--- src/rtl/igate_pkg.sv ---
package igate_pkg;
  typedef enum logic [1:0] {
    KIND_NONE     = 2'b00,
    KIND_NMI      = 2'b01,
    KIND_MASKABLE = 2'b10
  } acc_kind_e;
endpackage

--- src/rtl/igate_holdoff.sv ---
module igate_holdoff #(
  parameter int HOLD_CYC = 3
) (
  input  logic clk,
  input  logic rst,
  input  logic load,
  output logic busy
);
  localparam int CNT_W = $clog2(HOLD_CYC + 1);
  localparam logic [CNT_W-1:0] CNT_FULL = CNT_W'(HOLD_CYC);

  logic [CNT_W-1:0] cnt_q;

  always_ff @(posedge clk) begin
    if (rst)               cnt_q <= '0;
    else if (load)         cnt_q <= CNT_FULL;
    else if (cnt_q != '0)  cnt_q <= cnt_q - 1'b1;
  end

  assign busy = (cnt_q != '0);

  AST_HOLD_RELOAD: assert property (@(posedge clk) disable iff (rst)
    load |=> (cnt_q == CNT_FULL));
  AST_HOLD_COUNTDOWN: assert property (@(posedge clk) disable iff (rst)
    (!load && busy) |=> (cnt_q == $past(cnt_q) - 1'b1));
  AST_HOLD_RANGE: assert property (@(posedge clk) disable iff (rst)
    cnt_q <= CNT_FULL);
endmodule

--- src/rtl/igate_mask_regs.sv ---
module igate_mask_regs #(
  parameter int LVL_W = 3
) (
  input  logic             clk,
  input  logic             rst,
  input  logic             wr,
  input  logic             wr_gmask,
  input  logic [LVL_W-1:0] wr_lvl,
  input  logic             wr_trace,
  input  logic             entry,
  output logic             gmask,
  output logic [LVL_W-1:0] mask_lvl,
  output logic             trace
);
  always_ff @(posedge clk) begin
    if (rst) begin
      gmask    <= 1'b1;
      mask_lvl <= '1;
      trace    <= 1'b0;
    end else if (entry) begin
      gmask    <= 1'b1;
    end else if (wr) begin
      gmask    <= wr_gmask;
      mask_lvl <= wr_lvl;
      trace    <= wr_trace;
    end
  end

  AST_ENTRY_MASK: assert property (@(posedge clk) disable iff (rst)
    entry |=> gmask);
  AST_ENTRY_KEEPS_LVL: assert property (@(posedge clk) disable iff (rst)
    entry |=> ($stable(mask_lvl) && $stable(trace)));
  AST_RESET_STATE: assert property (@(posedge clk)
    $past(rst) |-> (gmask && (mask_lvl == '1) && !trace));
endmodule

--- src/rtl/igate_decide.sv ---
module igate_decide
  import igate_pkg::*;
#(
  parameter int LVL_W = 3
) (
  input  logic             clk,
  input  logic             rst,
  input  logic             blocked,
  input  logic             gmask,
  input  logic [LVL_W-1:0] mask_lvl,
  input  logic             nmi_pend,
  input  logic             irq_pend,
  input  logic [LVL_W-1:0] irq_lvl,
  output logic             take,
  output logic             acc_stb,
  output acc_kind_e        acc_kind,
  output logic [LVL_W-1:0] acc_lvl
);
  localparam logic [LVL_W-1:0] LVL_TOP = '1;

  logic lvl_ok, free, nmi_take, irq_take;

  always_comb begin
    lvl_ok   = (irq_lvl > mask_lvl) || (irq_lvl == LVL_TOP);
    free     = !blocked && !acc_stb;
    nmi_take = free && nmi_pend;
    irq_take = free && irq_pend && !gmask && lvl_ok;
    take     = nmi_take || irq_take;
  end

  always_ff @(posedge clk) begin
    if (rst) begin
      acc_stb  <= 1'b0;
      acc_kind <= KIND_NONE;
      acc_lvl  <= '0;
    end else begin
      acc_stb <= take;
      if (nmi_take) begin
        acc_kind <= KIND_NMI;
        acc_lvl  <= '0;
      end else if (irq_take) begin
        acc_kind <= KIND_MASKABLE;
        acc_lvl  <= irq_lvl;
      end else begin
        acc_kind <= KIND_NONE;
        acc_lvl  <= '0;
      end
    end
  end

  AST_BLOCKED_NO_ACCEPT: assert property (@(posedge clk) disable iff (rst)
    blocked |=> !acc_stb);
  AST_STROBE_SINGLE: assert property (@(posedge clk) disable iff (rst)
    acc_stb |=> !acc_stb);
  AST_MASKABLE_NEEDS_CLEAR: assert property (@(posedge clk) disable iff (rst)
    (acc_stb && acc_kind == KIND_MASKABLE) |-> !$past(gmask));
  AST_NMI_WINS: assert property (@(posedge clk) disable iff (rst)
    (nmi_pend && !blocked && !acc_stb) |=> (acc_stb && acc_kind == KIND_NMI));
endmodule

--- src/rtl/irq_accept_gate.sv ---
module irq_accept_gate
  import igate_pkg::*;
#(
  parameter int LVL_W    = 3,
  parameter int HOLD_CYC = 3
) (
  input  logic             clk,
  input  logic             rst,
  input  logic             ctl_wr,
  input  logic             ctl_rd,
  input  logic             wr_gmask,
  input  logic [LVL_W-1:0] wr_lvl,
  input  logic             wr_trace,
  input  logic             nmi_pend,
  input  logic             irq_pend,
  input  logic [LVL_W-1:0] irq_lvl,
  output logic             acc_stb,
  output logic [1:0]       acc_kind,
  output logic [LVL_W-1:0] acc_lvl,
  output logic             gmask,
  output logic [LVL_W-1:0] mask_lvl,
  output logic             trace
);
  logic      busy, blocked, take;
  acc_kind_e kind_w;

  assign blocked  = ctl_wr || busy;
  assign acc_kind = kind_w;

  igate_holdoff #(.HOLD_CYC(HOLD_CYC)) u_hold (
    .clk(clk), .rst(rst), .load(ctl_wr), .busy(busy)
  );

  igate_mask_regs #(.LVL_W(LVL_W)) u_mask (
    .clk(clk), .rst(rst), .wr(ctl_wr), .wr_gmask(wr_gmask),
    .wr_lvl(wr_lvl), .wr_trace(wr_trace), .entry(take),
    .gmask(gmask), .mask_lvl(mask_lvl), .trace(trace)
  );

  igate_decide #(.LVL_W(LVL_W)) u_dec (
    .clk(clk), .rst(rst), .blocked(blocked), .gmask(gmask),
    .mask_lvl(mask_lvl), .nmi_pend(nmi_pend), .irq_pend(irq_pend),
    .irq_lvl(irq_lvl), .take(take), .acc_stb(acc_stb),
    .acc_kind(kind_w), .acc_lvl(acc_lvl)
  );

  AST_READ_NO_HOLD: assert property (@(posedge clk) disable iff (rst)
    (ctl_rd && !ctl_wr && !busy && nmi_pend && !acc_stb) |=> acc_stb);
endmodule

--- config.mk ---
export PLATFORM = sky130hd
export DESIGN_NAME = irq_accept_gate
export DESIGN_NICKNAME = d
export VERILOG_FILES = /design/src/rtl/igate_pkg.sv /design/src/rtl/igate_holdoff.sv /design/src/rtl/igate_mask_regs.sv /design/src/rtl/igate_decide.sv /design/src/rtl/irq_accept_gate.sv
export SDC_FILE = /design/constraint.sdc
export NUM_CORES = 1
export LEC_CHECK = 0
export ABC_AREA = 1
export BUFFER_PORTS_ARGS = -buffer_cell sky130_fd_sc_hd__buf_2
export CORE_MARGIN = 10
export CORE_UTILIZATION = 29
export DETAILED_ROUTE_END_ITERATION = 8
export PLACE_DENSITY = 0.55
export SYNTH_ARGS = -nofsm -noshare
export SYNTH_HDL_FRONTEND = slang
export SYNTH_SLANG_ARGS = --single-unit
--- constraint.sdc ---
create_clock -name clk -period 2.68 [get_ports clk]
set_clock_uncertainty 0.2 [all_clocks]
set_input_delay 0.402 -clock clk [delete_from_list [all_inputs] [get_ports clk]]
set_output_delay 0.402 -clock clk [all_outputs]
set_load 0.02 [all_outputs]
After elaboration in Yosys (flattened, before gate mapping) --
Cells that the tools add are included.
Cells by class: equality and inequality tests 1, add/subtract/negate cells 1, magnitude comparators 1, muxes and demuxes 4, reduce and logical (&&, ||, !) cells 17, bitwise logic cells 2
Operator list (count):
- 2-to-1 mux 2 bit | 3
- logical AND 1 bit | 5
- nonzero test 2 bit | 2
- OR reduction 2 bit | 2
- == test 3 bit, second input constant | 1
- > comparator 3 bit | 1
- logical NOT 1 bit | 3
- logical OR 1 bit | 3
- OR reduction 3 bit | 1
- inverter 1 bit | 2
- AND reduction 2 bit | 1
- subtractor 2 x 1 -> 2 bit, second input constant | 1
- 2-to-1 mux 1 bit | 1
Storage, ports and cells: input port bits 14, bits in registers 13, output and inout bits 11

Longest topological paths before layout --
Gate-level depths: netlist of run 1.
depth in word-level cells 10, gate-level depth with buffers 9, mapped depth without buffers 9

Cells and area by module --
A second synthesis of run 1 with hierarchy kept.
Unflattened totals: cell total of the unflattened synthesis 86, area total of the unflattened synthesis 636.9 um^2
Modules (own cells, without submodules):
- igate_decide | area an instance 295.3 um^2, sequential area each 120.1 um^2, times used 1, cells each 37
- igate_mask_regs | area an instance 214.0 um^2, sequential area each 100.1 um^2, times used 1, cells each 27
- igate_holdoff | area an instance 116.4 um^2, sequential area each 40.0 um^2, times used 1, cells each 19
- irq_accept_gate | area an instance 11.3 um^2, sequential area each 0.0 um^2, times used 1, cells each 3

Worst setup path before layout of run 1 --
Ideal clock, no wire load.
kind flip-flop to flip-flop, start point register u_mask.mask_lvl[2], end point register u_mask.gmask, cell stages (with the launch flop) 9, buffers on the path 0, clock period less this slack 1536 ps, setup time 121 ps, path slack 1144 ps, data arrival time 1215 ps, cell sequence dfxtp_1 -> inv_1 -> ha_1 -> a21oi_1 -> nand2_1 -> nand2_1 -> nand2_1 -> nand2_1 -> nand3_1
Between the ends: word-level cells in the longest chain between the ends 5
RTL lines:
- from (decl) | RTL line igate_mask_regs.sv:12 | output logic [LVL_W-1:0] mask_lvl,
- from (signal assigned) | RTL line igate_mask_regs.sv:24 | mask_lvl <= wr_lvl;
- > comparator 3 bit | RTL line igate_decide.sv:24 | lvl_ok = (irq_lvl > mask_lvl) || (irq_lvl == LVL_TOP);
- logical OR 1 bit | RTL line igate_decide.sv:24
- logical AND 1 bit | RTL line igate_decide.sv:27 | irq_take = free && irq_pend && !gmask && lvl_ok;
- logical OR 1 bit | RTL line igate_decide.sv:28 | take = nmi_take || irq_take;
- OR reduction 2 bit (no source line)
- to (signal assigned) | RTL line igate_mask_regs.sv:23 | gmask <= wr_gmask;
- to (decl) | RTL line igate_mask_regs.sv:11 | output logic gmask,
Every way passes these cells. A chain may end at the register's enable or synchronous reset.

Worst setup path after layout of run 1 --
Ends and elaborated chain as after synthesis.

==> results.md, run 1 <==
* Status: finished, final reports clean
* Power Dens Cells at roughly 530 nW/um^2
* Critical path cell sequence: inv_1, ha_1, a21oi_1, nand2_1, nand2_1, nand2_1, nand2_1, nand3_1
* Vias in the first global route at around 530
* Core area at approximately 2000 um^2
* Largest area contributor in the netlist: dfxtp_1
* Detailed-route DRC error count at 0
* Fin crit share at between 50% and 60%
* Area growth from synthesis to layout at 27.70%
* Flop2flop setup slack at roughly 1.2 ns
* Clk sinks at 13
* Share of cells above drive strength 1 at 33.68%
* Via-to-Cell Ratio at between 4 and 5
* Worst setup path category: flip-flop to flip-flop
* CP Launch Point: u_mask.mask_lvl[2]$_SDFFE_PP1P_
* Top cells by area, synth: dfxtp_1 (44%), ha_1 (8.5%), inv_1 (8.2%)
* Hpwl dp at about 1.1 mm
* Worst IR Drop VDD at between 0.2 and 0.25 mV
* DP Cell Count at 118
* Initial antenna violation count at 0
* Ys async rst share at 0%
* Critical path's slowest cell: dfxtp_1
* Fmax achieved at 665.4 MHz
* EDFF count, synth at 0
* Grt ovf at 0
* Measured slew at the worst slew-check pin at between 0.2 and 0.3 ns
* Starting density of the core at ~30%
* Multi-input gate area at between 200 and 300 um^2
* Arr. time, crit path at 1.46 ns
* Top_reg_cell synth: dfxtp_1
* First-pass GRT wire length at around 2.2 mm
* Port buffer count at 23
* Die height at 65.18 um
* Iter 0 DRT Violations at 6
* Worst r2r src: u_mask.mask_lvl[2]$_SDFFE_PP1P_
* Cell Count, Final, Fillers Out at between 100 and 150
* Final min period at about 1.5 ns
* Die width at between 60 and 70 um
* Post-CTS Setup Bufs at 0
* Bufs on Longest Clock Path at 2
* LEAKAGE at approximately 0.4 nW
* # setup viols final at 0
* Vias post-DR at approximately 510
* Antenna Nets Post-Route at 0
* WL/cell at approximately 11 um
* Clk Latency, worst-skew pair at 0.27 ns
* Post-Syn Area at around 590 um^2
* Final Hold Fails at 0
* GPL Wtd Cong at between 0.7 and 0.8
* Clock transition at the registers of the reported paths at 0.08 ns
* Number of CTS-inserted buffers at 3
* Synthesis Warnings at 0
* Slew Viols, Final at 0
* H-tree Lvls at 1
* CP max FO at 3
* HP Start: wr_lvl[0]
* Placement Cell Area at approximately 730 um^2
* Clock Root Buffer: clkbuf_4
* Crit-path most repeated cell: nand2_1
* TritonRoute pass-1 iters at 4
* Max-Slew Margin vs Limit at between 80% and 90%
* Row Count at 16
* Unrepaired setup endpoints after global routing: no
* Post-layout util at 38.92%
* Yosys top cell area share at between 40% and 50%
* I/O Pins at 25
* Die area at between 4000 and 5000 um^2
* Register area at approximately 260 um^2
* Syn Inst Count at a little under 70
* # diodes at 0
* Sequential element share of the synthesized area at between 40% and 50%
* CTS tree: yes
* CP Capture Type: flip-flop
* Hold/Removal Path Class: input pin to flip-flop
* Post-CTS sizing at 0
* Element type at the critical path start: flip-flop
* Max-cap violations at 0
* Syn_nets at between 80 and 90
* Post-CTS Hold Buffers at 0
* Delay of the slowest critical-path stage at between 0.3 and 0.4 ns
* Number of distinct library cells after synthesis at 16
* Design area at approximately 760 um^2
* Synth cell count leaders: dfxtp_1 (13), inv_1 (13), nand2_1 (9)
* WL final at 1.286 mm
* Synthesized area per cell at 8.577 um^2
* Gr usage total at between 6 and 7%
* Largest net degree at the start of global routing at 11
* #FFs+latches synth at 13
* Final layout net count at ~110
* Post-Route Setup TNS at 0 ns
* Fillers at 216
* Worst Path Required at around 2.6 ns
[path summary, 6_finish.rpt]
path / endpoint / cells after the start
worst max-delay path: u_mask.gmask$_SDFFE_PP1P_ / 8
worst max register to register: u_mask.gmask$_SDFFE_PP1P_ / 8
worst min register to register: u_hold.cnt_q[1]$_SDFFE_PP0P_ / 2
worst min-delay path: u_mask.mask_lvl[0]$_SDFFE_PP1P_ / 3
[layout by cell type (no fill, tap or decap), drive strengths merged]
cell and n:
nand3 8, buf 23, clkbuf 4, mux2i 1, ha 4, nand2 9, a21oi 7, o21ai 3
nor2 8, dfxtp 13, inv 14, o21a 1
[where the power goes]
part / internal (mW) / leakage [nW] / switching, mW
clock network: 0.0577 / 0.0150 / 0.0594
registers: 0.202 / 0.107 / 0.00497
logic: 0.0292 / 0.290 / 0.0451
[state kept, by name, indices dropped and copies added (netlist names)]
name,cells
u_dec.acc_lvl,3
u_mask.mask_lvl,3
u_dec.acc_kind,2
u_hold.cnt_q,2
u_dec.acc_stb,1
u_mask.gmask,1
u_mask.trace,1
[cell type report]
type / instances / share of cell area [%]
sequential: 13 / 34.44
inverter: 14 / 6.954
multi-input combinational: 41 / 35.43
clock buffer: 4 / 3.477
tap: 27 / 4.470
timing repair buffer: 23 / 15.23
[stage by stage]
stage | hold slack, ns | power, mW | setup slack [ns]
finish | 0.1374 | 0.3988 | 1.177
global route | 0.1428 | 0.4264 | 1.087
CTS | 0.1332 | 0.4061 | 1.178
detailed placement | 0.2573 | 0.2873 | 1.030
global placement | 0.2539 | 0.2856 | 1.047
floorplan | 0.2373 | 0.2634 | 1.144
[critical path, delay by kind of cell, from the launching register on]
| family | cells | cell delay (ns) |
|---|---|---|
| flip-flops | 1 | 0.34 |
| AND/OR/NAND/NOR | 5 | 0.34 |
| adder cells (fa/ha/maj) | 1 | 0.30 |
| AO/OA/AOI/OAI | 1 | 0.16 |
| buffers and inverters | 1 | 0.06 |
[kinds of logic after synthesis]
family | share of synthesized area (%)
fa+ha+maj | 8.457
mux | 1.691
simple gates | 25.37
buf+inv | 10.78
flops | 43.97
compound gates | 9.724
[per-layer routing]
layer,share of wire [%],vias to the layer above,global-route usage (%)
met5,0,-,0
li1,-,269,-
met4,2.8,0,4.813
met3,4.8,5,2.203
met1,49,214,7.565
met2,44,17,9.756
(Power assumes the default switching activity.)
==> inputs of run 2 (changes only) <==
--- a/config.mk
+++ b/config.mk
@@ -10,7 +10,7 @@
 export CORE_MARGIN = 10
 export CORE_UTILIZATION = 29
 export DETAILED_ROUTE_END_ITERATION = 8
-export PLACE_DENSITY = 0.55
+export PLACE_DENSITY = 0.57
 export SYNTH_ARGS = -nofsm -noshare
 export SYNTH_HDL_FRONTEND = slang
 export SYNTH_SLANG_ARGS = --single-unit
==> constraint.sdc (replaced) <==
create_clock -name clk -period 1.3 [get_ports clk]
set_clock_uncertainty 0.2 [all_clocks]
set_input_delay 0.195 -clock clk [delete_from_list [all_inputs] [get_ports clk]]
set_output_delay 0.195 -clock clk [all_outputs]
set_load 0.02 [all_outputs]
==> run 2 against run 1 <==
Via count increased by 11%. Clock-buffer cell count decreased by 1. First-iteration DRC count grew to 2.5 times the previous value. Design area rose by 33%. The flow now finishes with violations (negative setup slack). Worst hold slack got worse by 0.097 ns. Setup slack lost 1.3 ns. Utilization up 13 points. Critical path depth stayed put. Clock power increased by 120%. Non-clock buffer count is 16 higher. Register-to-register slack got worse by 1.3 ns.
==> results.md, run 2 (synthesis gave the netlist of run 1 again) <==
* Status: finished, violations left
* Placement Cell Area at 802.0 um^2 (+9.9%)
* Fmax achieved at 712.8 MHz (+7.1%)
* CP Capture Type: flip-flop
* Net Sw Power at 275.1 uW (+150%)
* WL/cell at 10.72 um (+1.7%)
* Internal power at 654.5 uW (+130%)
* Critical path cell sequence: inv_4, ha_4, nand3_2, nand2_1, nand2_1, nand2_2, nand3_4, nor2_1
* Clock Power Share at 27.4% (-2.0 points)
* Final Hold Fails at 0 (unchanged)
* HP Start: nmi_pend
* # setup viols final at 6 (+6)
* H-tree Lvls at 1 (unchanged)
* Hpwl dp at 1.089 mm (-0.21%)
* Delay of the slowest critical-path stage at 0.36 ns (+0.02 ns)
* Element type at the critical path start: flip-flop
* Multi-input gate area at 342.8 um^2 (+28%)
* LEAKAGE at 0.4834 nW (+17%)
* Reg2reg path depth at 8 (unchanged)
* TritonRoute pass-1 iters at 4 (unchanged)
* Most common cell after layout, fill and taps aside: buf_2
* Bufs on Longest Clock Path at 2 (unchanged)
* Grt ovf at 0 (unchanged)
* Worst r2r src: u_mask.mask_lvl[2]$_SDFFE_PP1P_
* GPL Wtd Cong at 0.6949 (-8.3%)
* Port buffer count at 23 (unchanged)
* Violated checks: negative setup slack
* Vias post-DR at 562 (+11%)
* Row Count at 16 (unchanged)
* Clk sinks at 13 (unchanged)
* Share of cells above drive strength 1 at 52.25% (+19 points)
* Power Dens Cells at 926.4 nW/um^2 (+76%)
* Clk Latency, worst-skew pair at 0.28 ns (about the same)
* Die width at 65.18 um (unchanged)
* Die height at 65.18 um (unchanged)
* # diodes at 0 (unchanged)
* Crit path max-delay family: simple AND/OR/NAND/NOR gates
* DP Cell Count at 123 (+4.2%)
* Largest regs: u_dec.acc_lvl: 3 flops, u_mask.mask_lvl: 3 flops
* Hold endpoint: u_dec.acc_kind[0]$_SDFF_PP0_
* Gr usage total at 7.182% (+0.65 points)
* Worst hold stages at 4 (+1)
* I/O Pins at 25 (unchanged)
* Arr. time, crit path at 1.42 ns (-0.04 ns)
* Vias in the first global route at 547 (+2.4%)
* Die area at 4248 um^2 (unchanged)
* Clock Root Buffer: clkbuf_4
* CTS tree: yes
* Buf/Inv on CP at 1 (unchanged)
* Post-layout util at 51.68% (+13 points)
* Design area at 1003 um^2 (+33%)
* Reg-to-reg endpoint: u_dec.acc_lvl[0]$_SDFF_PP0_
* Register area at 271.5 um^2 (+4.3%)
* Logic pwr share at 26.3% (+7.7 points)
* Worst setup path category: flip-flop to flip-flop
* Worst IR Drop VDD at 0.4846 mV (+110%)
* Largest net degree at the start of global routing at 9 (-2)
* Sequential Power Share at 46.3% (-5.7 points)
* Unrepaired setup endpoints after global routing: yes
* Via-to-Cell Ratio at 4.072 (-1.6%)
* Initial antenna violation count at 0 (unchanged)
* Iter 0 DRT Violations at 15 (+9)
* Worst Path Required at 1.32 ns (-1.32 ns)
* Flop2flop setup slack at -0.10 ns (-1.28 ns)
* Fillers at 188 (-13%)
* Commonest non-fill, non-tap cells in the layout: buf_2 (22), dlygate4sd3_1 (10), inv_1 (9), nand2_1 (8), dfxtp_1 (8)
* Cell Count, Final, Fillers Out at 138 (+13%)
* Final layout net count at 130 (+14%)
* Sw Share at 29.60% (+2.1 points)
* Max-Slew Margin vs Limit at 87.14% (+4.6 points)
* Antenna Nets Post-Route at 0 (unchanged)
* Detailed-route DRC error count at 0 (unchanged)
* Worst hold slack at 0.04067 ns (-0.09674 ns)
* Crit-path most repeated cell: nand2_1
* Area growth from synthesis to layout at 69.56%
* Slew Viols, Final at 0 (unchanged)
* Number of CTS-inserted buffers at 3 (unchanged)
* WL final at 1.479 mm (+15%)
* CP max FO at 4 (+1)
* Starting density of the core at 30.48% (unchanged)
* Hold/Removal Path Class: input pin to flip-flop
* Critical path's slowest cell: dfxtp_4
* Post-route setup slack at -0.1029 ns (-1.280 ns)
* Core area at 1942 um^2 (unchanged)
* First-pass GRT wire length at 2.415 mm (+10%)
* Measured slew at the worst slew-check pin at 0.1923 ns (-0.06916 ns)
* Fin crit share at 107.9% (+52 points)
* Max-cap violations at 0 (unchanged)
* Final min period at 1.403 ns (-0.1001 ns)
* Clock transition at the registers of the reported paths at 0.09 ns (about the same)
run 2: per-stage QoR:
stage | setup TNS, ns | total power [mW] | setup slack [ns]
after floorplan | -0.1908 | 0.5501 | -0.04309
after global placement | -0.3478 | 0.6135 | -0.06215
after detailed placement | -0.4190 | 0.6162 | -0.07946
after CTS | -0.4520 | 0.9085 | -0.09413
after global routing | -1.265 | 0.9867 | -0.2206
final | -0.5420 | 0.9296 | -0.1029
run 2: metal layers:
| metal | track usage [%] | part of all wire [%] | vias up |
|---|---|---|---|
| met1 | 8.333 | 46 | 237 |
| met2 | 10.37 | 44 | 18 |
| li1 | - | - | 303 |
| met3 | 3.220 | 8.2 | 4 |
| met5 | 0 | 0 | - |
| met4 | 4.813 | 2.1 | 0 |
run 2: final cells by class:
| cell class | count | area share, % |
|---|---|---|
| Sequential cell | 13 | 27.06 |
| Tap cell | 27 | 3.367 |
| Multi-Input combinational cell | 41 | 34.16 |
| Clock inverter | 1 | 0.4988 |
| Inverter | 14 | 5.736 |
| Clock buffer | 3 | 2.244 |
| Timing Repair Buffer | 39 | 26.93 |
run 2: how the worst max path moves through the flow:
stage / startpoint / end / slack, ns / cells past startpoint
after global placement: u_mask.mask_lvl[2]$_SDFFE_PP1P_ / u_mask.gmask$_SDFFE_PP1P_ / -0.06 / 8
after CTS: u_mask.mask_lvl[2]$_SDFFE_PP1P_ / u_dec.acc_lvl[2]$_SDFF_PP0_ / -0.09 / 8
final: u_mask.mask_lvl[2]$_SDFFE_PP1P_ / u_dec.acc_lvl[0]$_SDFF_PP0_ / -0.10 / 8
after floorplan: u_mask.mask_lvl[2]$_SDFFE_PP1P_ / u_mask.gmask$_SDFFE_PP1P_ / -0.04 / 8
after detailed placement: u_hold.cnt_q[0]$_SDFFE_PP0P_ / u_dec.acc_lvl[2]$_SDFF_PP0_ / -0.08 / 9
after global routing: u_mask.mask_lvl[2]$_SDFFE_PP1P_ / u_mask.gmask$_SDFFE_PP1P_ / -0.22 / 8
run 2: what timing repair did:
action,in CTS,in global routing
pin swaps,2,5
hold buffers,10,0
setup endpoints to repair,8,9
endpoints found under the hold margin,11,0
buffers inserted,0,1
gates resized for setup,8,12
run 2: power by group through the flow:
stage | sequential [mW] | clock, mW | combinational (mW)
2_1_floorplan | 0.452 | 0 | 0.0976
3_3_place_gp | 0.436 | 0 | 0.178
3_5_place_dp | 0.436 | 0 | 0.180
4_1_cts | 0.428 | 0.258 | 0.223
5_1_grt | 0.433 | 0.281 | 0.272
6_report | 0.430 | 0.255 | 0.244
run 2: tightest hold or removal path: stages:
cell,delay (ns)
buf_2,0.12
nand3_4,0.06
buf_6,0.09
nor2_2,0.02
==> inputs of run 3 (changes only) <==
--- a/config.mk
+++ b/config.mk
@@ -5,12 +5,11 @@
 export SDC_FILE = /design/constraint.sdc
 export NUM_CORES = 1
 export LEC_CHECK = 0
-export ABC_AREA = 1
 export BUFFER_PORTS_ARGS = -buffer_cell sky130_fd_sc_hd__buf_2
 export CORE_MARGIN = 10
 export CORE_UTILIZATION = 29
 export DETAILED_ROUTE_END_ITERATION = 8
-export PLACE_DENSITY = 0.57
+export PLACE_DENSITY = 0.55
 export SYNTH_ARGS = -nofsm -noshare
 export SYNTH_HDL_FRONTEND = slang
 export SYNTH_SLANG_ARGS = --single-unit
==> constraint.sdc (replaced) <==
create_clock -name clk -period 1.5 [get_ports clk]
set_clock_uncertainty 0.2 [all_clocks]
set_input_delay 0.225 -clock clk [delete_from_list [all_inputs] [get_ports clk]]
set_output_delay 0.225 -clock clk [all_outputs]
set_load 0.02 [all_outputs]
==> run 3 against run 2 <==
The flow still finishes with violations (negative setup slack). Register-to-register slack better by 0.04 ns. Wire length up 0.68%. Highest routed layer unchanged. Critical path depth down 3. Area after synthesis down 1.3%. Maximum frequency down 10%. Sequential power down 13%. Setup slack better by 0.043 ns. Total power down 15%. Die area down 0.89%. Critical path type unchanged.
==> results.md, run 3 <==
* Status: finished, violations left
* Violated checks: negative setup slack
* Delay of the slowest critical-path stage at 0.33 ns (-0.03 ns)
* Number of distinct library cells after synthesis at 28 (+12)
* Critical path cell sequence: inv_2, ha_4, and4bb_2, or2_4, nor4b_2
* Unrepaired setup endpoints after global routing: yes
* GPL Wtd Cong at 0.6619 (-4.7%)
* CTS tree: yes
* Share of cells above drive strength 1 at 54.64% (+2.4 points)
* Internal power at 568.7 uW (-13%)
* Die width at 64.89 um (-0.44%)
* WL/cell at 12.01 um (+12%)
* Most frequent cell after synthesis: dfxtp_1
* Post-Syn Area at 584.3 um^2 (-1.3%)
* Starting density of the core at 30.09% (-0.39 points)
* Syn Inst Count at 59 (-14%)
* #FFs+latches synth at 13 (unchanged)
* Most common cell after layout, fill and taps aside: buf_2
* Pre-CTS setup slack at -0.1153 ns (-0.03581 ns)
* Worst hold slack at 0.002876 ns (-0.03779 ns)
* Sequential Power Share at 47.3% (+1.0 points)
* Final min period at 1.560 ns (+0.1573 ns)
* # diodes at 0 (unchanged)
* Clk sinks at 13 (unchanged)
* Top cells by area, synth: dfxtp_1 (45%), ha_1 (8.6%), mux2i_1 (5.1%)
* Post-layout util at 48.39% (-3.3 points)
* Worst setup path category: flip-flop to flip-flop
* Fillers at 201 (+6.9%)
* Sequential element share of the synthesized area at 44.54% (+0.56 points)
* Largest regs: u_dec.acc_lvl: 3 flops, u_mask.mask_lvl: 3 flops
* Top_reg_cell synth: dfxtp_1
* Synth cell count leaders: dfxtp_1 (13), inv_1 (6), ha_1 (4), nor2_1 (4)
* Max-cap violations at 0 (unchanged)
* Arr. time, crit path at 1.54 ns (+0.12 ns)
* I/O Pins at 25 (unchanged)
* Grt ovf at 0 (unchanged)
* Vias post-DR at 542 (-3.6%)
* Logic pwr share at 25.3% (-1.0 points)
* Element type at the critical path start: flip-flop
* Fin crit share at 104.0% (-3.9 points)
* Iter 0 DRT Violations at 17 (+2)
* Number of CTS-inserted buffers at 3 (unchanged)
* Core area at 1942 um^2 (unchanged)
* Final layout net count at 116 (-11%)
* Hold/Removal Path Class: input pin to flip-flop
* Worst IR Drop VDD at 0.3913 mV (-19%)
* TritonRoute pass-1 iters at 4 (unchanged)
* Initial antenna violation count at 0 (unchanged)
* Bufs on Longest Clock Path at 2 (unchanged)
* H-tree Lvls at 1 (unchanged)
* Antenna Nets Post-Route at 0 (unchanged)
* Area growth from synthesis to layout at 60.81%
* Synthesized area per cell at 9.904 um^2 (+15%)
* Detailed-route DRC error count at 0 (unchanged)
* Buf/Inv on CP at 1 (unchanged)
* Die area at 4210 um^2 (-0.89%)
* Commonest non-fill, non-tap cells in the layout: buf_2 (23), dfxtp_1 (9), buf_4 (7), dlygate4sd3_1 (5), nor2_1 (4)
* Power Dens Cells at 839.9 nW/um^2 (-9.3%)
* Design area at 939.7 um^2 (-6.4%)
* Worst Path Required at 1.48 ns (+0.16 ns)
* Critical path's slowest cell: dfxtp_2
* Via-to-Cell Ratio at 4.371 (+7.3%)
* CP max FO at 4 (unchanged)
* Syn_nets at 77 (-11%)
* Largest net degree at the start of global routing at 8 (-1)
* Gr usage total at 7.617% (+0.44 points)
* Sw Share at 27.93% (-1.7 points)
* EDFF count, synth at 0 (unchanged)
* Largest area contributor in the netlist: dfxtp_1
* Crit path max-delay family: simple AND/OR/NAND/NOR gates
* Synthesis Warnings at 0 (unchanged)
* Die height at 64.89 um (-0.44%)
* Post-Route Setup TNS at -0.1558 ns (+0.3862 ns)
* Hpwl dp at 1.217 mm (+12%)
* Ys async rst share at 0% (unchanged)
* LEAKAGE at 0.4317 nW (-11%)
* Flop2flop setup slack at -0.06 ns (+0.04 ns)
* Port buffer count at 23 (unchanged)
* Row Count at 16 (unchanged)
* CP Capture Type: flip-flop
* Slew Viols, Final at 0 (unchanged)
* WL final at 1.489 mm (+0.68%)
* Clock Root Buffer: clkbuf_4
* Measured slew at the worst slew-check pin at 0.3213 ns (+0.1291 ns)
* Fmax achieved at 640.9 MHz (-10%)
* Clock transition at the registers of the reported paths at 0.08 ns (about the same)
* Post-CTS Setup Bufs at 0 (unchanged)
* Vias in the first global route at 578 (+5.7%)
* Max-Slew Margin vs Limit at 78.52% (-8.6 points)
* # setup viols final at 4 (-2)
* Net Sw Power at 220.4 uW (-20%)
* Placement Cell Area at 845.8 um^2 (+5.5%)
* Clk Latency, worst-skew pair at 0.27 ns (about the same)
* Final Hold Fails at 0 (unchanged)
* Clock Power Share at 27.5% (about the same)
* First-pass GRT wire length at 2.525 mm (+4.6%)
* Yosys top cell area share at 44.54% (+0.56 points)
* Post-route setup slack at -0.06019 ns (+0.04266 ns)
run 3: metal layers:
metal	vias up	wire [um]	track usage (%)
met5	-	0	0
met3	2	119	3.608
li1	284	-	-
met4	0	11	4.011
met2	14	707	11.95
met1	242	650	8.374
run 3: final cells by class:
cell class                      instances  area, um^2  share of cell area [%]
Inverter                                6       25.02                   2.663
Multi-Input combinational cell         39       366.6                   39.01
Clock buffer                            4       26.28                   2.796
Tap cell                               27       33.78                   3.595
Sequential cell                        13       270.3                   28.76
Timing Repair Buffer                   35       217.7                   23.17
run 3: power by group through the flow:
stage | clock network, mW | registers (mW) | logic [mW]
5_1_grt | 0.262 | 0.376 | 0.224
4_1_cts | 0.228 | 0.373 | 0.201
6_report | 0.217 | 0.373 | 0.199
3_5_place_dp | 0 | 0.379 | 0.188
3_3_place_gp | 0 | 0.379 | 0.185
2_1_floorplan | 0 | 0.393 | 0.105
run 3: worst min-delay path: cells and delay by family:
family,cells,cell delay [ns]
buffers and inverters,1,0.07
AND/OR/NAND/NOR,1,0.08
multiplexers,1,0.05
run 3: cells by family after synthesis:
kind of cell             after synthesis  synth area share [%]
XOR/XNOR                               1                 1.499
AND/OR/NAND/NOR                       21                 22.91
multiplexers                           3                 5.139
AO/OA/AOI/OAI                         10                 12.63
buffers and inverters                  7                 4.710
flip-flops                            13                 44.54
adder cells (fa/ha/maj)                4                 8.566
run 3: path summary, 6_finish.rpt:
check / cells after the start / endpoint / from
setup / recovery: 5 / u_dec.acc_lvl[1]$_SDFF_PP0_ / u_hold.cnt_q[1]$_SDFFE_PP0P_
hold reg to reg: 2 / u_mask.mask_lvl[0]$_SDFFE_PP1P_ / u_mask.mask_lvl[0]$_SDFFE_PP1P_
hold / removal: 3 / u_mask.trace$_SDFFE_PP0P_ / wr_trace
setup reg to reg: 5 / u_dec.acc_lvl[1]$_SDFF_PP0_ / u_hold.cnt_q[1]$_SDFFE_PP0P_
run 3: metrics by stage:
step                std cells  power (mW)
floorplan                  59      0.4980
global placement          115      0.5637
detailed placement        115      0.5674
CTS                       124      0.8022
global route              124      0.8608
finish                    124      0.7892
run 3: what timing repair did:
| action | CTS | global route |
|---|---|---|
| hold buffers | 5 | 0 |
| setup endpoints to repair | 5 | 5 |
| pin swaps | 4 | 1 |
| endpoints found under the hold margin | 6 | 0 |
| resized for setup | 6 | 1 |
